===== src/rtl/sf_pkg.sv =====
package sf_pkg;

  localparam int BYTE_W = 8;
  localparam int VAL_W  = 6;

  localparam logic [BYTE_W-1:0] MARK_A    = 8'hD5;
  localparam logic [BYTE_W-1:0] MARK_B    = 8'hAA;
  localparam logic [BYTE_W-1:0] MARK_ADDR = 8'h96;
  localparam logic [BYTE_W-1:0] MARK_DATA = 8'hAD;

  typedef enum logic [2:0] {
    S_IDLE, S_HUNT, S_HDR, S_DHUNT, S_DATA, S_SUM
  } seek_state_t;

  // A code is legal when bit 7 is set, some adjacent pair in 6..0 is 11,
  // and no more than one adjacent pair is 00.
  function automatic logic code_ok(input logic [BYTE_W-1:0] c);
    return c[7] && (|(c[5:0] & c[6:1])) &&
           ($countones(~c[6:0] & ~c[7:1]) <= 1);
  endfunction

  // {legal, rank among legal codes}
  function automatic logic [VAL_W:0] code_lookup(input logic [BYTE_W-1:0] c);
    int r;
    r = 0;
    for (int k = 128; k < 256; k++)
      if (k < int'(c) && code_ok(8'(k))) r++;
    return {code_ok(c) && (r < 64), r[VAL_W-1:0]};
  endfunction

endpackage


===== src/rtl/sf_bit_shifter.sv =====
module sf_bit_shifter #(
  parameter int W = 8
) (
  input  logic         clk,
  input  logic         rst,
  input  logic         bit_stb,
  input  logic         bit_val,
  output logic         byte_stb,
  output logic [W-1:0] byte_q
);
  logic [W-1:0] sr;
  logic [W-1:0] nxt;

  assign nxt = {sr[W-2:0], bit_val};

  always_ff @(posedge clk) begin
    if (rst) begin
      sr       <= '0;
      byte_stb <= 1'b0;
      byte_q   <= '0;
    end else begin
      byte_stb <= 1'b0;
      if (bit_stb) begin
        if (nxt[W-1]) begin
          byte_stb <= 1'b1;
          byte_q   <= nxt;
          sr       <= '0;
        end else begin
          sr <= nxt;
        end
      end
    end
  end
endmodule


===== src/rtl/sf_code_rom.sv =====
module sf_code_rom
  import sf_pkg::*;
(
  input  logic [BYTE_W-1:0] code,
  output logic              ok,
  output logic [VAL_W-1:0]  val
);
  localparam int DEPTH = 1 << BYTE_W;

  logic [VAL_W:0] rom [DEPTH];

  for (genvar g = 0; g < DEPTH; g++) begin : g_rom
    assign rom[g] = code_lookup(BYTE_W'(g));
  end

  assign {ok, val} = rom[code];
endmodule


===== src/rtl/sf_seek_ctrl.sv =====
module sf_seek_ctrl
  import sf_pkg::*;
#(
  parameter int DATA_LEN  = 342,
  parameter int MAX_HDRS  = 32,
  parameter int MAX_RETRY = 3
) (
  input  logic              clk,
  input  logic              rst,
  input  logic              req_go,
  input  logic [BYTE_W-1:0] req_track,
  input  logic [BYTE_W-1:0] req_sector,
  input  logic              retry_en,
  input  logic              byte_stb,
  input  logic [BYTE_W-1:0] byte_q,
  input  logic              code_good,
  input  logic [VAL_W-1:0]  code_val,
  output logic              nib_vld,
  output logic [VAL_W-1:0]  nib_val,
  output logic              busy,
  output logic              done,
  output logic              sum_err,
  output logic              code_err,
  output logic              not_found
);
  localparam int CW = $clog2(DATA_LEN + 1);
  localparam int HW = $clog2(MAX_HDRS + 1);
  localparam int RW = $clog2(MAX_RETRY + 2);

  seek_state_t       st;
  logic [BYTE_W-1:0] hist1, hist0, first_q, trk_q, sec_q, hdr_val;
  logic [2:0]        hidx;
  logic              trk_ok;
  logic [HW-1:0]     hdr_q;
  logic [RW-1:0]     rt_q;
  logic [CW-1:0]     dcnt;
  logic [VAL_W-1:0]  xsum;
  logic              addr_hit, data_hit, bad_code, bad_sum, can_retry;

  always_comb begin
    addr_hit  = (hist1 == MARK_A) && (hist0 == MARK_B) && (byte_q == MARK_ADDR);
    data_hit  = (hist1 == MARK_A) && (hist0 == MARK_B) && (byte_q == MARK_DATA);
    hdr_val   = {first_q[BYTE_W-2:0], 1'b1} & byte_q;
    bad_code  = ((st == S_DATA) || (st == S_SUM)) && !code_good;
    bad_sum   = (st == S_SUM) && code_good && (code_val != xsum);
    can_retry = retry_en && (rt_q != RW'(MAX_RETRY));
  end

  always_ff @(posedge clk) begin
    if (rst) begin
      st <= S_IDLE;
      {hist1, hist0, first_q, trk_q, sec_q} <= '0;
      hidx <= '0; trk_ok <= 1'b0; hdr_q <= '0; rt_q <= '0;
      dcnt <= '0; xsum <= '0;
      nib_vld <= 1'b0; nib_val <= '0; busy <= 1'b0; done <= 1'b0;
      sum_err <= 1'b0; code_err <= 1'b0; not_found <= 1'b0;
    end else begin
      nib_vld <= 1'b0;
      done    <= 1'b0;
      if (req_go) begin
        st <= S_HUNT;
        trk_q <= req_track; sec_q <= req_sector;
        hist1 <= '0; hist0 <= '0; hdr_q <= '0; rt_q <= '0;
        busy <= 1'b1;
        sum_err <= 1'b0; code_err <= 1'b0; not_found <= 1'b0;
      end else if (byte_stb && st != S_IDLE) begin
        hist1 <= hist0;
        hist0 <= byte_q;
        if (bad_code || bad_sum) begin
          if (can_retry) begin
            rt_q  <= rt_q + RW'(1);
            hdr_q <= '0;
            st    <= S_HUNT;
          end else begin
            st <= S_IDLE; busy <= 1'b0; done <= 1'b1;
            code_err <= bad_code;
            sum_err  <= bad_sum;
          end
        end else begin
          unique case (st)
            S_HUNT: if (addr_hit) begin st <= S_HDR; hidx <= '0; end
            S_HDR: begin
              hidx    <= hidx + 3'd1;
              first_q <= byte_q;
              if (hidx == 3'd3) trk_ok <= (hdr_val == trk_q);
              if (hidx == 3'd5) begin
                hdr_q <= hdr_q + HW'(1);
                if (trk_ok && hdr_val == sec_q) st <= S_DHUNT;
                else if (hdr_q == HW'(MAX_HDRS - 1)) begin
                  st <= S_IDLE; busy <= 1'b0; done <= 1'b1; not_found <= 1'b1;
                end else st <= S_HUNT;
              end
            end
            S_DHUNT: begin
              if (data_hit) begin
                st <= S_DATA; dcnt <= '0; xsum <= '0;
              end else if (addr_hit) begin
                st <= S_HDR; hidx <= '0;
              end
            end
            S_DATA: begin
              nib_vld <= 1'b1;
              nib_val <= code_val;
              xsum    <= xsum ^ code_val;
              dcnt    <= dcnt + CW'(1);
              if (dcnt == CW'(DATA_LEN - 1)) st <= S_SUM;
            end
            S_SUM: begin st <= S_IDLE; busy <= 1'b0; done <= 1'b1; end
            default: st <= S_IDLE;
          endcase
        end
      end
    end
  end
endmodule


===== src/rtl/sector_seek_reader.sv =====
module sector_seek_reader
  import sf_pkg::*;
#(
  parameter int DATA_LEN  = 342,
  parameter int MAX_HDRS  = 32,
  parameter int MAX_RETRY = 3
) (
  input  logic       clk,
  input  logic       rst,
  input  logic       rd_stb,
  input  logic       rd_bit,
  input  logic       req_go,
  input  logic [7:0] req_track,
  input  logic [7:0] req_sector,
  input  logic       retry_en,
  output logic       nib_vld,
  output logic [5:0] nib_val,
  output logic       busy,
  output logic       done,
  output logic       sum_err,
  output logic       code_err,
  output logic       not_found
);
  logic              byte_stb;
  logic [BYTE_W-1:0] byte_q;
  logic              code_good;
  logic [VAL_W-1:0]  code_val;

  sf_bit_shifter #(.W(BYTE_W)) u_shift (
    .clk(clk), .rst(rst), .bit_stb(rd_stb), .bit_val(rd_bit),
    .byte_stb(byte_stb), .byte_q(byte_q)
  );

  sf_code_rom u_rom (.code(byte_q), .ok(code_good), .val(code_val));

  sf_seek_ctrl #(
    .DATA_LEN(DATA_LEN), .MAX_HDRS(MAX_HDRS), .MAX_RETRY(MAX_RETRY)
  ) u_ctrl (
    .clk(clk), .rst(rst), .req_go(req_go), .req_track(req_track),
    .req_sector(req_sector), .retry_en(retry_en),
    .byte_stb(byte_stb), .byte_q(byte_q),
    .code_good(code_good), .code_val(code_val),
    .nib_vld(nib_vld), .nib_val(nib_val), .busy(busy), .done(done),
    .sum_err(sum_err), .code_err(code_err), .not_found(not_found)
  );
endmodule


===== config.mk =====
export PLATFORM = sky130hd
export DESIGN_NAME = sector_seek_reader
export DESIGN_NICKNAME = d
export VERILOG_FILES = /design/src/rtl/sf_pkg.sv /design/src/rtl/sf_bit_shifter.sv /design/src/rtl/sf_code_rom.sv /design/src/rtl/sf_seek_ctrl.sv /design/src/rtl/sector_seek_reader.sv
export SDC_FILE = /design/constraint.sdc
export NUM_CORES = 1
export LEC_CHECK = 0
export ABC_AREA = 0
export BUFFER_PORTS_ARGS = -buffer_cell sky130_fd_sc_hd__buf_2
export CAP_MARGIN = 30
export CORE_ASPECT_RATIO = 0.6
export CORE_MARGIN = 2
export CORE_UTILIZATION = 35
export CTS_BUF_LIST = sky130_fd_sc_hd__clkbuf_8
export CTS_CLUSTER_DIAMETER = 30
export DETAILED_ROUTE_END_ITERATION = 6
export GPL_TIMING_DRIVEN = 0
export SLEW_MARGIN = 0
export SYNTH_ARGS = -nofsm -noshare
export SYNTH_HDL_FRONTEND = slang
export SYNTH_SLANG_ARGS = --single-unit

===== constraint.sdc =====
create_clock -name clk -period 3 [get_ports clk]
set_input_delay 0.45 -clock clk [delete_from_list [all_inputs] [get_ports clk]]
set_output_delay 0.45 -clock clk [all_outputs]
set_load 0.01 [all_outputs]

=== After elaboration in Yosys (flattened, before gate mapping) ===
Memory sizes are Yosys's and may differ from the RTL's.
Index checks and enable logic that the tools add are counted.

* Bitwise gates (word level): 9
* Order comparisons: 1
* Muxes and demuxes: 41
* Reduce and logical (&&, ||, !) cells: 36
* Equal/unequal tests: 27
* Add/sub/neg operators: 4

{| class="wikitable"
|+ Operator list
! kind !! count
|-
| equality test 8 bit (second input constant) || 4
|-
| two-way mux 6 bit || 5
|-
| two-way mux 3 bit || 8
|-
| two-way mux 7 bit || 3
|-
| two-way mux 1 bit || 18
|-
| one-hot mux 9 bit (2 select lines) || 1
|-
| equality test 8 bit || 2
|-
| AND reduction 5 bit || 3
|-
| one-hot mux 3 bit (4 select lines) || 1
|-
| one-hot mux 6 bit (2 select lines) || 1
|-
| AND reduction 3 bit || 4
|-
| AND reduction 4 bit || 3
|-
| AND reduction 6 bit || 2
|-
| adder 9 x 1 -> 9 bit (second input constant) || 1
|-
| equality test 3 x 2 -> 1 bit (second input constant) || 3
|-
| equality test 3 bit (second input constant) || 3
|-
| equality test 9 bit (second input constant) || 1
|-
| >= comparator 9 bit (second input constant) || 1
|-
| logical AND 1 bit || 9
|-
| two-way mux 9 bit || 1
|-
| NOT 8 -> 9 bit || 1
|-
| one-hot mux 3 bit (3 select lines) || 1
|-
| AND 8 bit || 1
|-
| inequality test 4 x 2 -> 1 bit (second input constant) || 2
|-
| 24 further kinds || 39
|}

* Bits in registers: 98
* Output and inout bits: 12
* Memories: 1
* Bits in read-only memories: 1,792
* Logic and storage cells: 142
* Input port bits: 22

{| class="wikitable"
|+ Memory list
! name !! depth !! width !! rd ports !! clocked after memory_dff !! write ports !! RTL line !! source
|-
| (name not given) || 256 || 7 || 1 || 0 || 0 || sf_code_rom.sv:16 || <nowiki>assign {ok, val} = rom[code];</nowiki>
|}

=== Logic depth before layout (Yosys ltp) ===
Gate-level depths: netlist (run 1).

* Depth after elaboration: 10
* Gate-level depth with buffers: 14
* Mapped depth without buffers: 10

=== By module ===
Synthesis (run 1) repeated with hierarchy kept, for this count alone.

* Cells, all modules: 652
* Area, all modules: 5,342.6 sq um

{| class="wikitable"
|+ Modules (own cells, without submodules)
! module !! sequential area each (sq um) !! area an instance (sq um) !! instances !! cells an instance
|-
| sf_seek_ctrl || 1,641.6 || 3,865.0 || 1 || 459
|-
| sf_code_rom || 0.0 || 815.8 || 1 || 127
|-
| sf_bit_shifter || 320.3 || 661.9 || 1 || 66
|}

=== Worst setup path before layout (run 1) ===
OpenSTA, ideal clock, no wires.

* Kind: register to register
* From: register u_shift.byte_q[1]
* To: register u_ctrl.hdr_q[1]
* Required time: 2,917 ps
* Period minus slack after synthesis: 3,271 ps
* Path buffers: 3
* Setup time: 83 ps
* Arrival time: 3,188 ps
* Cell stages (with the launch flop): 14
* Setup slack: -271 ps
* Cells stage by stage: dfxtp_1 > clkbuf_1 > inv_1 > ha_1 > nand2_1 > a211oi_1 > o221ai_1 > and3_1 > or4_1 > or4_1 > buf_2 > and2_4 > buf_6 > o31ai_4

* Word-level cells in the longest chain between the ends: 9
* Elaborated cells on any way between the ends: 15
* Those cells by class: 2 x eq/ne; 3 x mux; 1 x bitwise; 8 x reduce/logical; 1 x memory

{| class="wikitable"
|+ Ends and longest elaborated chain
! item !! RTL line !! source
|-
| start, declared || sf_bit_shifter.sv:9 || <nowiki>output logic [W-1:0] byte_q</nowiki>
|-
| start signal, assigned || sf_bit_shifter.sv:26 || <nowiki>byte_q <= nxt;</nowiki>
|-
| NOT 8 -> 9 bit (implied by the code) * || sf_code_rom.sv:16 ||
|-
| memory (256 x 7 bit) * || n/a ||
|-
| two-way mux 7 bit (implied by the code) * (2 in series) || sf_code_rom.sv:16 ||
|-
| inequality test 6 bit, or another cell as far along || sf_seek_ctrl.sv:45 || <nowiki>bad_sum = (st == S_SUM) && code_good && (code_val != xsum);</nowiki>
|-
| logical AND 1 bit, on equally long branches || sf_seek_ctrl.sv:45, sf_seek_ctrl.sv:44 ||
|-
| logical OR 1 bit * || sf_seek_ctrl.sv:69 || <nowiki>if (bad_code || bad_sum) begin</nowiki>
|-
| inequality test 2 x 1 -> 1 bit (no source line) / nonzero test 2 bit (equally long branches) || n/a ||
|-
| AND reduction 4 bit (no source line) || n/a ||
|-
| end signal, assigned || sf_seek_ctrl.sv:87 || <nowiki>hdr_q <= hdr_q + HW'(1);</nowiki>
|-
| end, declared || sf_seek_ctrl.sv:34 || <nowiki>logic [HW-1:0] hdr_q;</nowiki>
|}

Every way passes the cells marked *; elsewhere a longest branch is shown, timed or not. The select of a mux whose other input is x is not followed.
A chain may end at the register's enable or synchronous reset.

=== Worst setup path after layout (run 1) ===
* From: register u_shift.byte_q[1]
* To: register u_ctrl.rt_q[0]

* Word-level cells in the longest chain between the ends: 8
* Elaborated cells on any way between the ends: 11
* Those cells by class: 1 x eq/ne; 2 x mux; 1 x bitwise; 6 x reduce/logical; 1 x memory

{| class="wikitable"
|+ Ends and longest elaborated chain
! item !! RTL line !! source
|-
| NOT 8 -> 9 bit (implied by the code) * || sf_code_rom.sv:16 ||
|-
| memory (256 x 7 bit) * || n/a ||
|-
| two-way mux 7 bit (implied by the code) * (2 in series) || sf_code_rom.sv:16 ||
|-
| inequality test 6 bit, or another cell as far along || sf_seek_ctrl.sv:45 ||
|-
| logical AND 1 bit, on equally long branches || sf_seek_ctrl.sv:45, sf_seek_ctrl.sv:44 ||
|-
| logical OR 1 bit * || sf_seek_ctrl.sv:69 ||
|-
| AND reduction 3 bit (no source line) * || n/a ||
|-
| end signal, assigned || sf_seek_ctrl.sv:71 || <nowiki>rt_q <= rt_q + RW'(1);</nowiki>
|-
| end, declared || sf_seek_ctrl.sv:35 || <nowiki>logic [RW-1:0] rt_q;</nowiki>
|}

Marks and branches as above.

==> impl_metrics.csv, run 1 <==
group,metric,value,unit
global_routing,grt_pass1_vias,4703,
placed_design,gp_congestion,0.908,
critical_path,arrival,3.27,ns
cells_and_area,final_cell_area,6420,µm²
sta,finalCriticalPeriod,2.97,ns
synth,syn-num-nets,722,
sta,fin_ws,0.0269,ns
routing,drtIter0Drc,538,
critical_path,cpMaxStageDelayCell,"or4_4",
synth,synth_cell_types,72,
placed_design,hpwlAfterDp,11.3,mm
placed_design,pre_cts_slack,-0.445,ns
critical_path,endpoint_kind,"flip-flop",
hold_path,hold_class,"in2reg",
pwr,power_leakage,2.26,nW
pwr,vdd_ir_drop_max,237,µV
global_routing,grt.total_usage,0.193,
sta,hold_viol_final,0,
clock_tree,numCtsBuffers,9,
clock_tree,cts.sinks,98,
sta,max_freq,0.336,GHz
placed_design,io_buffers,33,
synth,async_flop_share,0,
synth,avgSynthCellArea,7.93,µm²
global_routing,antenna_found_initial,0,
routing,via_per_inst,5.38,
placed_design,postPlaceCellArea,5940,µm²
floorplanning,dieArea,16600,µm²
cells_and_area,drive_above_1_share,0.178,
cells_and_area,fin_nets,779,
global_routing,grt-ovfl-total,0,
clock_tree,root_buffer,"clkbuf_8",
sta,fin_skew,0.0225,ns
sta,finalMaxSlewViolations,0,
cells_and_area,synthToLayoutAreaGrowth,17.9,%
clock_tree,postCtsHoldBufs,0,
sta,hold_ws,0.302,ns
global_routing,grt_pass1_wl,25.3,mm
synth,syn_area,5440,µm²
global_routing,grt_max_degree,20,
routing,drtAntennaViolNets,0,
pwr,total_power,2.28,mW
floorplanning,rows,35,
routing,routedWlPerCell,16.5,µm
floorplanning,io_pins,34,
routing,route.detailed.drc,0,
synth,yosys_warnings,0,
clock_tree,clk-insertion-delay-late,0.38,ns
routing,vias,5119,
sta,tightest_slew,0.805,ns
sta,rsz0062_at_grt,"yes",
synth,synth_top_flop_cell,"dfxtp_1",
critical_path,path_cells,"clkbuf_16 -> inv_6 -> ha_4 -> nand2_4 -> a211oi_4 -> o221ai_4 -> and3_1 -> or4_4 -> or4_4 -> buf_6 -> nand3_1 -> nor3b_1",
synth,synth_seq_cells,98,
run,max_cap_viol_count,0,
clock_tree,cts.htree.levels,3,
floorplanning,fp.dieH,101,µm
critical_path,critPathMaxStageDelay,0.53,ns
routing,drtPass1Iterations,5,
cells_and_area,diodes,0,
sta,period_share,0.991,
clock_tree,path_clk_slew,0.12,ns
pwr,p_per_area,356,nW/µm²
critical_path,worstSetupStartpointType,"flip-flop",
critical_path,path_common_cell,"or4_4",
clock_tree,clockBufferDepth,2,
floorplanning,core_area,15300,µm²
run_status,status,"completed",
critical_path,crit_type,"reg2reg",
synth,synth_edf_count,0,
sta,slew_headroom,0.458,
critical_path,crit_required,3.30,ns
critical_path,worstPathMaxFanout,6,
floorplanning,start_util,0.356,
sta,tns,0,ns
routing,drt-total-wl,15.7,mm
synth,synth_cells,686,
clock_tree,cts_tree,"built",
synth,yosysSeqAreaShare,0.361,
floorplanning,die_width,165,µm
sta,setup_violations,0,
## cell type report
type	count	area (µm²)
Buffer	42	262
Clock buffer	9	124
Clock inverter	7	68.8
Fill cell	1580	8870
Inverter	17	73.8
Multi-Input combinational cell	525	3370
Sequential cell	98	1970
Tap cell	203	254
Timing Repair Buffer	50	297
## cells by family (layout without fill, tap and decap cells)
family | after synthesis | after routing | synth area share
muxes | 23 | 23 | 0.0423
and+or+nand+nor | 297 | 297 | 0.270
AOI/OAI and AO/OA | 159 | 159 | 0.189
DFF | 98 | 98 | 0.361
adders and majority gates | 15 | 15 | 0.0340
xor gates and xnor gates | 31 | 31 | 0.0499
buffers and inverters | 63 | 125 | 0.0540
## cell usage after synthesis (5+ instances only)
cell type,instances,share of area
dfxtp_1,98,0.36
nand2_1,97,0.067
a21oi_1,74,0.068
nor2_1,66,0.046
nand3_1,25,0.023
clkbuf_1,24,0.017
mux2i_1,23,0.042
nand2b_1,20,0.023
o21ai_0,20,0.018
xnor2_1,20,0.032
inv_1,17,0.012
ha_1,14,0.032
nor2b_1,14,0.016
nor3_1,13,0.012
xor2_1,11,0.018
buf_2,10,0.0092
nand4_1,9,0.010
nor4_1,9,0.010
and2_1,6,0.0069
a211oi_1,5,0.0069
o211ai_1,5,0.0069
o21ai_1,5,0.0046
o31ai_1,5,0.0069
or3_1,5,0.0057
## stage by stage
| step | util | cells |
|---|---|---|
| 4_1_cts | 0.411 | 946 |
| 3_5_place_dp | 0.389 | 922 |
| 2_1_floorplan | - | 686 |
| 3_3_place_gp | 0.389 | 922 |
| 6_report | 0.420 | 951 |
| 5_1_grt | 0.420 | 951 |
## placed cells by master (no fill, tap or decap), types with 5 or more instances in the layout
cell type,synthesis,layout
clkbuf_8,0,9
nor3_1,13,11
nor2_1,66,61
nand2b_1,20,20
xnor2_1,20,20
buf_6,4,5
nand3_1,25,24
xor2_1,11,11
nor4_1,9,7
buf_2,10,37
and2_1,6,6
mux2i_1,23,22
nand4_1,9,9
o21ai_1,5,5
o21ai_0,20,19
buf_4,4,22
nand2_1,97,96
clkbuf_1,24,19
nor2b_1,14,14
dfxtp_1,98,93
a21oi_1,74,72
or3_1,5,5
ha_1,14,11
inv_1,17,15
o211ai_1,5,5
## per-layer routing
layer | vias up | GRT usage | routed length (µm) | share of wire
met2 | 180 | 0.264 | 5920 | 0.38
li1 | 2531 | - | - | -
met4 | 0 | 0.0361 | 205 | 0.013
met3 | 20 | 0.0494 | 1110 | 0.071
met5 | - | 0 | 0 | 0
met1 | 2388 | 0.302 | 8420 | 0.54
## sequential cells by signal, indices dropped and copies added, names as in the netlist, 3 cells and up
name / count
u_ctrl.dcnt: 9
u_ctrl.first_q: 7
u_ctrl.hdr_q: 6
u_ctrl.hidx: 3
u_ctrl.hist0: 8
u_ctrl.hist1: 8
u_ctrl.nib_val: 6
u_ctrl.rt_q: 3
u_ctrl.sec_q: 8
u_ctrl.st: 3
u_ctrl.trk_q: 8
u_ctrl.xsum: 6
u_shift.byte_q: 8
u_shift.sr: 7
## path summary, 6_finish.rpt
check	endpoint	start	cells after the start	slack, ns
max	u_ctrl.rt_q[0]	u_shift.byte_q[1]	12	0.03
min	u_ctrl.sec_q[2]	req_sector[2]	3	0.30
max reg2reg	u_ctrl.rt_q[0]	u_shift.byte_q[1]	12	0.03
min reg2reg	u_ctrl.hist1[1]	u_ctrl.hist1[1]	2	0.46
## critical path, delay by kind of cell, from the launching register on
family | cells | cell delay, ns
flip-flops | 1 | 0.39
adder cells (fa/ha/maj) | 1 | 0.26
AND/OR/NAND/NOR | 6 | 1.50
buffers and inverters | 3 | 0.33
AO/OA/AOI/OAI | 2 | 0.42
## repair_timing
action | in CTS | in global routing
setup buffers | 11 | 6
endpoints found under the hold margin | 0 | 0
resized for setup | 24 | 25
setup endpoints to repair | 24 | 32
pin swaps | 9 | 14
## where the power goes
part | internal, mW | total [mW] | switching (mW)
logic | 0.0429 | 0.107 | 0.0638
clock network | 0.325 | 0.851 | 0.526
registers | 1.31 | 1.33 | 0.0118
Power figures use the tool's default switching activity.
==> run 2, diff against run 1 <==
Settings changed: SETUP_SLACK_MARGIN set to 0.2.
==> impl_metrics.csv, run 2 (synthesis results as in run 1) <==
group,metric,value,unit
run_status,status,"finished with violations",
run_status,violations,"setup timing",
placed_design,io_buffers,33,
critical_path,critPathTopFamily,"simple AND/OR/NAND/NOR gates",
cells_and_area,synthToLayoutAreaGrowth,19.0,%
clock_tree,numCtsBuffers,9,
floorplanning,core_area,15300,µm²
floorplanning,io_pins,34,
clock_tree,cts_tree,"built",
global_routing,grt-ovfl-total,0,
sta,fin_ws,-0.169,ns
global_routing,top_usage_layer,"met1",
pwr,p_per_area,363,nW/µm²
pwr,power_frac_clock,0.388,
hold_path,hold_class,"in2reg",
routing,vias,5169,
cells_and_area,drive_above_1_share,0.185,
floorplanning,die_width,165,µm
critical_path,critPathMaxStageDelay,0.52,ns
floorplanning,rows,35,
clock_tree,clockBufferDepth,2,
pwr,total_power,2.35,mW
global_routing,grt.total_usage,0.189,
critical_path,endpoint_kind,"flip-flop",
sta,tightest_slew,0.772,ns
sta,setup_violations,11,
pwr,power_leakage,2.30,nW
global_routing,grt_pass1_wl,24.6,mm
global_routing,antenna_found_initial,0,
critical_path,crit_required,3.30,ns
pwr,p_int,1.76,mW
sta,finalMaxSlewViolations,0,
sta,tns,-1.39,ns
global_routing,use_met1,0.304,
critical_path,cpMaxStageDelayCell,"or4_4",
routing,route.detailed.drc,0,
floorplanning,dieArea,16600,µm²
critical_path,crit_type,"reg2reg",
global_routing,grt_max_degree,19,
routing,drtPass1Iterations,5,
placed_design,hpwlAfterDp,11.3,mm
placed_design,gp_congestion,0.889,
sta,period_share,1.06,
floorplanning,fp.dieH,101,µm
pwr,p_seq_frac,0.565,
critical_path,arrival,3.47,ns
cells_and_area,largest_reg_flops,9,
critical_path,path_cells,"clkbuf_16 -> inv_6 -> ha_4 -> clkbuf_8 -> and3b_1 -> o22ai_2 -> mux2i_1 -> o32ai_1 -> or4_4 -> or4_4 -> buf_6 -> and2_4 -> buf_8 -> a211oi_2",
critical_path,path_buf_inv,5,
clock_tree,cts.sinks,98,
routing,via_per_inst,5.42,
critical_path,worstSetupStartpointType,"flip-flop",
cells_and_area,largest_register,"u_ctrl.dcnt",
global_routing,grt_pass1_vias,4594,
cells_and_area,diodes,0,
critical_path,path_common_cell,"or4_4",
floorplanning,start_util,0.356,
clock_tree,postCtsHoldBufs,0,
clock_tree,cts.htree.levels,3,
pwr,switchingPower,0.589,mW
pwr,switching_share,0.251,
routing,routedWlPerCell,16.2,µm
pwr,combPwrFrac,0.047,
sta,fin_skew,0.0134,ns
cells_and_area,num-fill-cells,1569,
clock_tree,path_clk_slew,0.11,ns
sta,slew_headroom,0.485,
global_routing,grt_util_met2,0.248,
sta,hold_viol_final,0,
pwr,vdd_ir_drop_max,230,µV
critical_path,worstPathMaxFanout,6,
run,max_cap_viol_count,0,
clock_tree,clk-insertion-delay-late,0.38,ns
placed_design,postPlaceCellArea,5950,µm²
routing,drtAntennaViolNets,0,
global_routing,groute.layer.met3.usage,0.0428,
clock_tree,root_buffer,"clkbuf_8",
routing,drtIter0Drc,439,
cells_and_area,mostFrequentLayoutCells,"nand2_1, dfxtp_1, a21oi_1, nor2_1, buf_2",
routing,drt-total-wl,15.5,mm
cells_and_area,layout_commonest_cell,"nand2_1",
cells_and_area,fin_nets,781,
cells_and_area,final_cell_area,6470,µm²
sta,max_freq,0.316,GHz
sta,finalCriticalPeriod,3.17,ns
sta,rsz0062_at_grt,"yes",
-- run 2: cell count changes in the layout (fill, tap and decap cells not counted), moves of 2 or more --
cell	delta
clkbuf_2	+5
nor2_1	+2
nor2_2	-3
nor3_1	-2
o221ai_2	+2
clkbuf_1	-4
buf_4	-2
a211oi_2	+2
clkbuf_4	+2
-- run 2: worst paths after layout --
kind / slack [ns] / cells after the start / startpoint / end
max: -0.17 / 14 / u_shift.byte_q[1] / u_ctrl.rt_q[2]
max reg2reg: -0.17 / 14 / u_shift.byte_q[1] / u_ctrl.rt_q[2]
min reg2reg: 0.46 / 2 / u_ctrl.hist1[2] / u_ctrl.hist1[2]
min: 0.30 / 3 / req_track[0] / u_ctrl.trk_q[0]
-- run 2: per-stage QoR --
stage          hold WS, ns  setup slack, ns  utilization  instances
2_1_floorplan        0.432        -0.000385            -        686
3_3_place_gp         0.443           -0.426        0.389        922
3_5_place_dp         0.451           -0.391        0.389        922
4_1_cts              0.285           -0.137        0.412        947
5_1_grt              0.286           -0.286        0.424        953
6_report             0.296           -0.169        0.424        953
-- run 2: power groups by stage --
stage          combinational (mW)  clock, mW  sequential [mW]
2_1_floorplan              0.0682          0             1.35
3_3_place_gp                0.105          0             1.36
3_5_place_dp                0.106          0             1.36
4_1_cts                     0.108      0.932             1.33
5_1_grt                     0.122      0.982             1.33
6_report                    0.110      0.912             1.33
-- run 2: layout make-up --
class                   count  area [µm²]  share of cell area
plain buffers              46         308              0.0475
clock buffers               9         124              0.0191
clock inverters             7        81.3              0.0126
inverters                  17        76.3              0.0118
multi-input cells         525        3380               0.522
flip-flops and latches     98        1970               0.305
well taps                 203         254              0.0392
repair buffers             48         278              0.0429
-- run 2: tightest hold or removal path, stage by stage --
cell	delay, ns
buf_2	0.07
mux2i_1	0.05
nor2_1	0.07
-- run 2: timing repair --
| action | in CTS | in global routing |
|---|---|---|
| gates resized for setup | 20 | 34 |
| buffers inserted | 9 | 6 |
| pin swaps | 9 | 8 |
| setup endpoints to repair | 46 | 46 |
| gates cloned | 0 | 0 |
-- run 2: routing by layer --
metal,vias up,wire (µm)
li1,2527,-
met1,2413,8170
met2,216,5850
met3,13,1370
met4,0,97
met5,-,0
